`config.mk`:
```
export PLATFORM = sky130hd
export DESIGN_NAME = rwin_ptr_mgr
export DESIGN_NICKNAME = d
export VERILOG_FILES = /design/src/rtl/rwin_pkg.sv /design/src/rtl/rwin_sat_ctr.sv /design/src/rtl/rwin_cwp_ring.sv /design/src/rtl/rwin_restore_out.sv /design/src/rtl/rwin_ptr_mgr.sv
export SDC_FILE = /design/constraint.sdc
export NUM_CORES = 1
export LEC_CHECK = 0
export ABC_AREA = 1
export BUFFER_PORTS_ARGS = -buffer_cell sky130_fd_sc_hd__buf_2
export CAP_MARGIN = 20
export CORE_ASPECT_RATIO = 2
export CORE_MARGIN = 4
export CORE_UTILIZATION = 40
export DETAILED_ROUTE_END_ITERATION = 8
export PLACE_DENSITY = 0.74
export SETUP_SLACK_MARGIN = 0.05
export SYNTH_ARGS = -nofsm -noshare
export SYNTH_HDL_FRONTEND = slang
export SYNTH_SLANG_ARGS = --single-unit
export TNS_END_PERCENT = 5
```
`constraint.sdc`:
```
create_clock -name clk -period 6.4 [get_ports clk]
set_clock_uncertainty 0.1 [all_clocks]
set_input_delay 0.96 -clock clk [delete_from_list [all_inputs] [get_ports clk]]
set_output_delay 0.96 -clock clk [all_outputs]
set_load 0.02 [all_outputs]
```
`src/rtl/rwin_pkg.sv`:
```
package rwin_pkg;

  // Direct-write field select codes
  typedef enum logic [2:0] {
    SEL_CWP   = 3'd0,
    SEL_SAVE  = 3'd1,
    SEL_REST  = 3'd2,
    SEL_CLEAN = 3'd3,
    SEL_OTHER = 3'd4
  } rwin_sel_e;

  // Indexes of the saturating counters
  localparam int NCTR     = 4;
  localparam int IX_SAVE  = 0;
  localparam int IX_REST  = 1;
  localparam int IX_CLEAN = 2;
  localparam int IX_OTHER = 3;

  // Select code that addresses counter idx
  function automatic logic [2:0] ctr_sel(input int idx);
    return 3'(idx + 1);
  endfunction

  // Reset value of counter idx: a legal starting configuration
  function automatic int ctr_rst(input int idx, input int nwin);
    case (idx)
      IX_SAVE:  return nwin - 2;
      IX_CLEAN: return nwin - 1;
      default:  return 0;
    endcase
  endfunction

endpackage

```
`src/rtl/rwin_sat_ctr.sv`:
```
module rwin_sat_ctr #(
  parameter int W    = 3,
  parameter int MAXV = 7,
  parameter int RSTV = 0
) (
  input  logic         clk,
  input  logic         rst_n,
  input  logic         inc_i,
  input  logic         dec_i,
  input  logic         ld_i,
  input  logic [W-1:0] ld_val_i,
  output logic [W-1:0] q_o
);
  localparam logic [W-1:0] MAXQ = W'(MAXV);
  localparam logic [W-1:0] RSTQ = W'(RSTV);

  always_ff @(posedge clk) begin
    if (!rst_n) begin
      q_o <= RSTQ;
    end else if (ld_i) begin
      q_o <= (ld_val_i > MAXQ) ? MAXQ : ld_val_i;
    end else if (inc_i) begin
      if (q_o != MAXQ) q_o <= q_o + 1'b1;
    end else if (dec_i) begin
      if (q_o != '0) q_o <= q_o - 1'b1;
    end
  end


  ctr_bound_chk: assert property (@(posedge clk) disable iff (!rst_n)
    q_o <= MAXQ);


  ctr_sat_chk: assert property (@(posedge clk) disable iff (!rst_n)
    (inc_i && !ld_i && q_o == MAXQ) |=> (q_o == MAXQ));


  ctr_floor_chk: assert property (@(posedge clk) disable iff (!rst_n)
    (dec_i && !inc_i && !ld_i && q_o == '0) |=> (q_o == '0));

endmodule

```
`src/rtl/rwin_cwp_ring.sv`:
```
module rwin_cwp_ring #(
  parameter int W    = 3,
  parameter int NWIN = 8
) (
  input  logic         clk,
  input  logic         rst_n,
  input  logic         dec_i,
  input  logic         ld_i,
  input  logic [W-1:0] ld_val_i,
  output logic [W-1:0] q_o
);
  localparam logic [W-1:0] TOPQ = W'(NWIN - 1);

  always_ff @(posedge clk) begin
    if (!rst_n) begin
      q_o <= '0;
    end else if (ld_i) begin
      q_o <= (ld_val_i > TOPQ) ? TOPQ : ld_val_i;
    end else if (dec_i) begin
      q_o <= (q_o == '0) ? TOPQ : (q_o - 1'b1);
    end
  end


  cwp_wrap_chk: assert property (@(posedge clk) disable iff (!rst_n)
    (dec_i && !ld_i) |=>
      (q_o == (($past(q_o) == '0) ? TOPQ : ($past(q_o) - 1'b1))));


  cwp_bound_chk: assert property (@(posedge clk) disable iff (!rst_n)
    q_o <= TOPQ);

endmodule

```
`src/rtl/rwin_restore_out.sv`:
```
module rwin_restore_out #(
  parameter int W  = 3,
  parameter int DW = 64
) (
  input  logic          clk,
  input  logic          rst_n,
  input  logic          fire_i,
  input  logic          trap_i,
  input  logic [W-1:0]  win_i,
  input  logic [DW-1:0] a_i,
  input  logic [DW-1:0] b_i,
  output logic          we_o,
  output logic          trap_o,
  output logic [W-1:0]  win_o,
  output logic [DW-1:0] data_o
);
  always_ff @(posedge clk) begin
    if (!rst_n) begin
      we_o   <= 1'b0;
      trap_o <= 1'b0;
      win_o  <= '0;
      data_o <= '0;
    end else begin
      we_o   <= fire_i;
      trap_o <= trap_i;
      if (fire_i) begin
        win_o  <= win_i;
        data_o <= a_i + b_i;
      end
    end
  end


  trap_we_excl_chk: assert property (@(posedge clk) disable iff (!rst_n)
    !(we_o && trap_o));


  we_pulse_chk: assert property (@(posedge clk) disable iff (!rst_n)
    (fire_i) |=> (we_o && data_o == ($past(a_i) + $past(b_i))));

endmodule

```
`src/rtl/rwin_ptr_mgr.sv`:
```
module rwin_ptr_mgr #(
  parameter int  NWIN = 8,
  parameter int  DW   = 64,
  localparam int CW   = (NWIN > 1) ? $clog2(NWIN) : 1
) (
  input  logic          clk,
  input  logic          rst_n,
  input  logic          restore_i,
  input  logic [DW-1:0] src_a_i,
  input  logic [DW-1:0] src_b_i,
  input  logic          acct_i,
  input  logic          acct_kind_i,
  input  logic          wr_en_i,
  input  logic [2:0]    wr_sel_i,
  input  logic [CW-1:0] wr_val_i,
  output logic [CW-1:0] cwp_o,
  output logic [CW-1:0] cansave_o,
  output logic [CW-1:0] canrestore_o,
  output logic [CW-1:0] cleanwin_o,
  output logic [CW-1:0] otherwin_o,
  output logic          fill_trap_o,
  output logic          dst_we_o,
  output logic [CW-1:0] dst_win_o,
  output logic [DW-1:0] dst_data_o
);
  import rwin_pkg::*;

  localparam logic [CW-1:0] TOPQ = CW'(NWIN - 1);

  logic [NCTR-1:0] inc_v, dec_v, ld_v;
  logic [CW-1:0]   ctr_q [NCTR];
  logic            restore_ok, restore_trap, acct_go, wr_go, other_zero;
  logic [CW-1:0]   prev_win;

  // Arbitration: restore, then accounting, then direct write
  always_comb begin
    restore_ok   = restore_i && (ctr_q[IX_REST] != '0);
    restore_trap = restore_i && (ctr_q[IX_REST] == '0);
    acct_go      = acct_i && !restore_i;
    wr_go        = wr_en_i && !restore_i && !acct_i;
    other_zero   = (ctr_q[IX_OTHER] == '0);
    prev_win     = (cwp_o == '0) ? TOPQ : (cwp_o - 1'b1);
  end

  // Counter step requests
  always_comb begin
    inc_v = '0;
    dec_v = '0;
    if (restore_ok) begin
      inc_v[IX_SAVE] = 1'b1;
      dec_v[IX_REST] = 1'b1;
    end
    if (acct_go && !acct_kind_i) begin
      inc_v[IX_SAVE] = 1'b1;
      if (other_zero) dec_v[IX_REST]  = 1'b1;
      else            dec_v[IX_OTHER] = 1'b1;
    end
    if (acct_go && acct_kind_i) begin
      inc_v[IX_REST]  = 1'b1;
      inc_v[IX_CLEAN] = 1'b1;
      if (other_zero) dec_v[IX_SAVE]  = 1'b1;
      else            dec_v[IX_OTHER] = 1'b1;
    end
  end

  for (genvar i = 0; i < NCTR; i++) begin : g_ctr
    assign ld_v[i] = wr_go && (wr_sel_i == ctr_sel(i));
    rwin_sat_ctr #(
      .W    (CW),
      .MAXV (NWIN - 1),
      .RSTV (ctr_rst(i, NWIN))
    ) u_ctr (
      .clk      (clk),
      .rst_n    (rst_n),
      .inc_i    (inc_v[i]),
      .dec_i    (dec_v[i]),
      .ld_i     (ld_v[i]),
      .ld_val_i (wr_val_i),
      .q_o      (ctr_q[i])
    );
  end

  rwin_cwp_ring #(
    .W    (CW),
    .NWIN (NWIN)
  ) u_ring (
    .clk      (clk),
    .rst_n    (rst_n),
    .dec_i    (restore_ok),
    .ld_i     (wr_go && (wr_sel_i == SEL_CWP)),
    .ld_val_i (wr_val_i),
    .q_o      (cwp_o)
  );

  rwin_restore_out #(
    .W  (CW),
    .DW (DW)
  ) u_out (
    .clk    (clk),
    .rst_n  (rst_n),
    .fire_i (restore_ok),
    .trap_i (restore_trap),
    .win_i  (prev_win),
    .a_i    (src_a_i),
    .b_i    (src_b_i),
    .we_o   (dst_we_o),
    .trap_o (fill_trap_o),
    .win_o  (dst_win_o),
    .data_o (dst_data_o)
  );

  assign cansave_o    = ctr_q[IX_SAVE];
  assign canrestore_o = ctr_q[IX_REST];
  assign cleanwin_o   = ctr_q[IX_CLEAN];
  assign otherwin_o   = ctr_q[IX_OTHER];


  fill_noop_chk: assert property (@(posedge clk) disable iff (!rst_n)
    (restore_i && canrestore_o == '0) |=>
      (fill_trap_o && !dst_we_o && $stable(cwp_o) && $stable(cansave_o) &&
       $stable(canrestore_o) && $stable(cleanwin_o) && $stable(otherwin_o)));


  dst_win_match_chk: assert property (@(posedge clk) disable iff (!rst_n)
    dst_we_o |-> (dst_win_o == cwp_o));


  restore_pair_chk: assert property (@(posedge clk) disable iff (!rst_n)
    (restore_i && canrestore_o != '0) |=>
      (canrestore_o == $past(canrestore_o) - 1'b1));


  acct_other_chk: assert property (@(posedge clk) disable iff (!rst_n)
    (acct_i && !restore_i && otherwin_o != '0) |=>
      (otherwin_o == $past(otherwin_o) - 1'b1));


  prio_wr_drop_chk: assert property (@(posedge clk) disable iff (!rst_n)
    (restore_i && wr_en_i && wr_sel_i == SEL_OTHER && !acct_i) |=>
      $stable(otherwin_o));

endmodule

```
==> results.toml <==
[synthesis]
synth_area_leaders = "nand2_1 26%, dfxtp_1 18%, inv_1 16%"
synthAdderAreaFrac_pct = 9.813
syn-num-nets = 1990
synth_warnings = 0
synth.distinct_cells = 35
synth-xor-area-share_pct = 3.164
synth_top_family_by_area = "simple AND/OR/NAND/NOR gates"
ys_ff_latch = 84
synth.most_common_cell = "nand2_1"
synth_edf_count = 0
synthArstFlopShare_pct = 0
synth_common_cells = "646 x nand2_1, 409 x inv_1, 246 x nor2_1, 84 x dfxtp_1"
synth_flop_cell = "dfxtp_1"
synthMuxAreaShare_pct = 0.1064
synth_compound_area_share_pct = 6.980
ys_seq_area_share_pct = 17.87
syn_area_um2 = 9410
synthCells = 1778
synth_area_leader_cell = "nand2_1"
synth_area_per_cell_um2 = 5.293
synth_top_area_share_pct = 25.77
synth-simple-area-share_pct = 44.34

[clocking]
clk_latency_ns = 0.35
clk_pin_slew_ns = 0.06
cts_sinks = 84
postCtsSetupBuffers = 0
ctsRootBufferMaster = "clkbuf_16"
htreeDepth = 3
cts_tree = "yes"
holdBufCountCts = 0
cts_buffer_depth = 2
cts_resized = 0
numCtsBuffers = 9

[pwr]
p_int_mw = 1.319
power_frac_seq_pct = 28.6
power_mw = 2.434
combPwrFrac_pct = 49.8
sw_frac_of_total_pct = 45.81
clock_power_share_pct = 21.6
p_sw_mw = 1.115
ir_drop_mv = 0.2349
powerDensity_nw_per_um2 = 218.9
p_leak_nw = 7.216

[layout]
fillers = 2584
fin_nets = 2204
instances_no_fill = 2280
areaGrowthSynthToFinish_pct = 18.16
antennaDiodeCount = 0
drive_above_1_share_pct = 14.62
stdcell_area_um2 = 11120
fin_util_pct = 47.87

[placed_design]
io_buffers = 223
placedCellCount = 2263
place_congestion = 1.062
hpwl_um = 34240
pre_cts_ws_ns = 2.728
place_area_um2 = 10790

[setup_path]
crit_top_cell = "nand2_1"
endpoint_kind = "register"
worstPathCellList = "buf_2, ha_1, nand2_1, inv_1, nand2_1, nor2_1, nand2_1, nor2_1, nand2_1, nand4_1, nand3_1, nand2_1, inv_1"
reg2regPathDepth = 9
crit_type = "in -> reg"
critPathMaxStageDelay_ns = 0.61
r2r-start = "g_ctr[1].u_ctr.q_o[0]"
start_kind = "primary input"
cp_slowest_cell = "nor2_1"
critical_path.max_fanout = 4
reg2reg_to = "u_out.data_o[60]"
worstPathArrival_ns = 3.55
rrSetupSlack_ns = 3.71
required_ns = 6.55

[sta]
hold-worst-slack_ns = 0.3665
tns_ns = 0
fmax_ghz = 0.2941
worst_pin_slew_ns = 0.7170
finalCriticalPeriod_ns = 3.400
hold_viol = 0
setup_viol = 0
drv_slew = 0
fin_ws_ns = 3.000
rsz0062_at_grt = "no"
relSlewSlack_pct = 52.03
finalCritPeriodShare_pct = 53.12

[global_routing]
overflow = 0
grt_pass1_wl_um = 57660
grt_start_max_net_pins = 72
grt_pass1_vias = 10970
antenna_found_initial = 0
grt_usage_pct = 29.78

[route]
viasPerCell = 4.875
detail_route.wl_per_cell_um = 17.21
drt_iter0_drc = 571
remaining_drc_errors = 0
drt_pass1_iterations = 5
wl_um = 39240
postRouteAntennaNets = 0
vias = 11110

[outcome]
outcome = "completed"

[die]
coreArea_um2 = 23230
rows = 79
start_util_pct = 40.51
die_h_um = 224.9
io_pins = 224
dieArea_um2 = 26190
die_x_um = 116.5

[hold_path]
hp-class = "reg -> reg"
worstHoldPathCells = 2
worstHoldStart = "u_out.win_o[0]"
hold_path_end = "u_out.win_o[0]"

[run]
drv_cap = 0
## worst max-delay path, delay by kind of cell
kind	cells	cell delay [ns]
adders and majority gates	1	0.53
buffers and inverters	3	0.23
and+or+nand+nor	9	1.82
## flip-flops by register name, summed over array words and instances, names as in the netlist
| register | flops |
|---|---|
| u_ring.q_o | 3 |
| u_out.we_o | 1 |
| u_out.win_o | 3 |
| u_out.trap_o | 1 |
| u_out.data_o | 64 |
| g_ctr.u_ctr.q_o | 12 |
## per-layer routing
| metal | track usage, % | wire (µm) |
|---|---|---|
| met1 | 23.92 | 11530 |
| met2 | 54.98 | 20180 |
| met3 | 3.655 | 1890 |
| met4 | 34.13 | 5632 |
| met5 | 0 | 0 |
## cell type report
type,count,area (µm²),share of cell area [%]
Timing Repair Buffer,226,1159,10.42
Sequential cell,84,1682,15.12
Inverter,417,1565,14.08
Clock inverter,3,18.77,0.1688
Multi-Input combinational cell,1254,6061,54.51
Tap cell,283,354.1,3.184
Clock buffer,13,280.3,2.521
## power groups by stage
stage                     logic (mW)  clock network, mW  registers (mW)
after CTS                       1.20              0.535           0.696
after floorplan                0.660                  0           0.811
final                           1.21              0.525           0.696
after global routing            1.34              0.557           0.705
after detailed placement        1.20                  0           0.707
after global placement          1.18                  0           0.705
## placed cells by master, fill, tap and decap left out, drive strengths merged, types with 2 or more instances in the layout
cell / netlist / layout
ha: 69 / 69
fa: 3 / 3
nor2: 254 / 254
clkbuf: 9 / 13
nor4: 3 / 3
a31oi: 6 / 6
o31ai: 2 / 2
o21bai: 2 / 2
nand4: 12 / 12
xor2: 26 / 26
buf: 14 / 226
o211ai: 12 / 12
nand3: 76 / 76
dfxtp: 84 / 84
clkinv: 2 / 5
or2: 4 / 4
xnor2: 8 / 8
o21ai: 46 / 46
a21oi: 48 / 48
nand2: 660 / 660
inv: 415 / 415
nor3: 19 / 19
## worst max path at each step
stage	from	end	slack, ns	depth (start not counted)
final	src_a_i[31]	u_out.data_o[51]	3.00	13
after global routing	src_a_i[31]	u_out.data_o[51]	3.09	13
after CTS	restore_i	u_out.data_o[30]	3.09	8
after detailed placement	restore_i	u_out.data_o[30]	2.73	8
after global placement	restore_i	u_out.data_o[42]	2.83	7
after floorplan	src_a_i[0]	u_out.data_o[32]	3.66	16
## cell families (layout without fill, tap and decap cells)
family | count (synthesis) | count (layout)
muxes | 1 | 1
buffers and inverters | 440 | 659
DFF | 84 | 84
AOI/OAI and AO/OA | 119 | 119
adders and majority gates | 72 | 72
and+or+nand+nor | 1028 | 1028
xor gates and xnor gates | 34 | 34
Note: power is estimated with default switching activity, not from simulation.
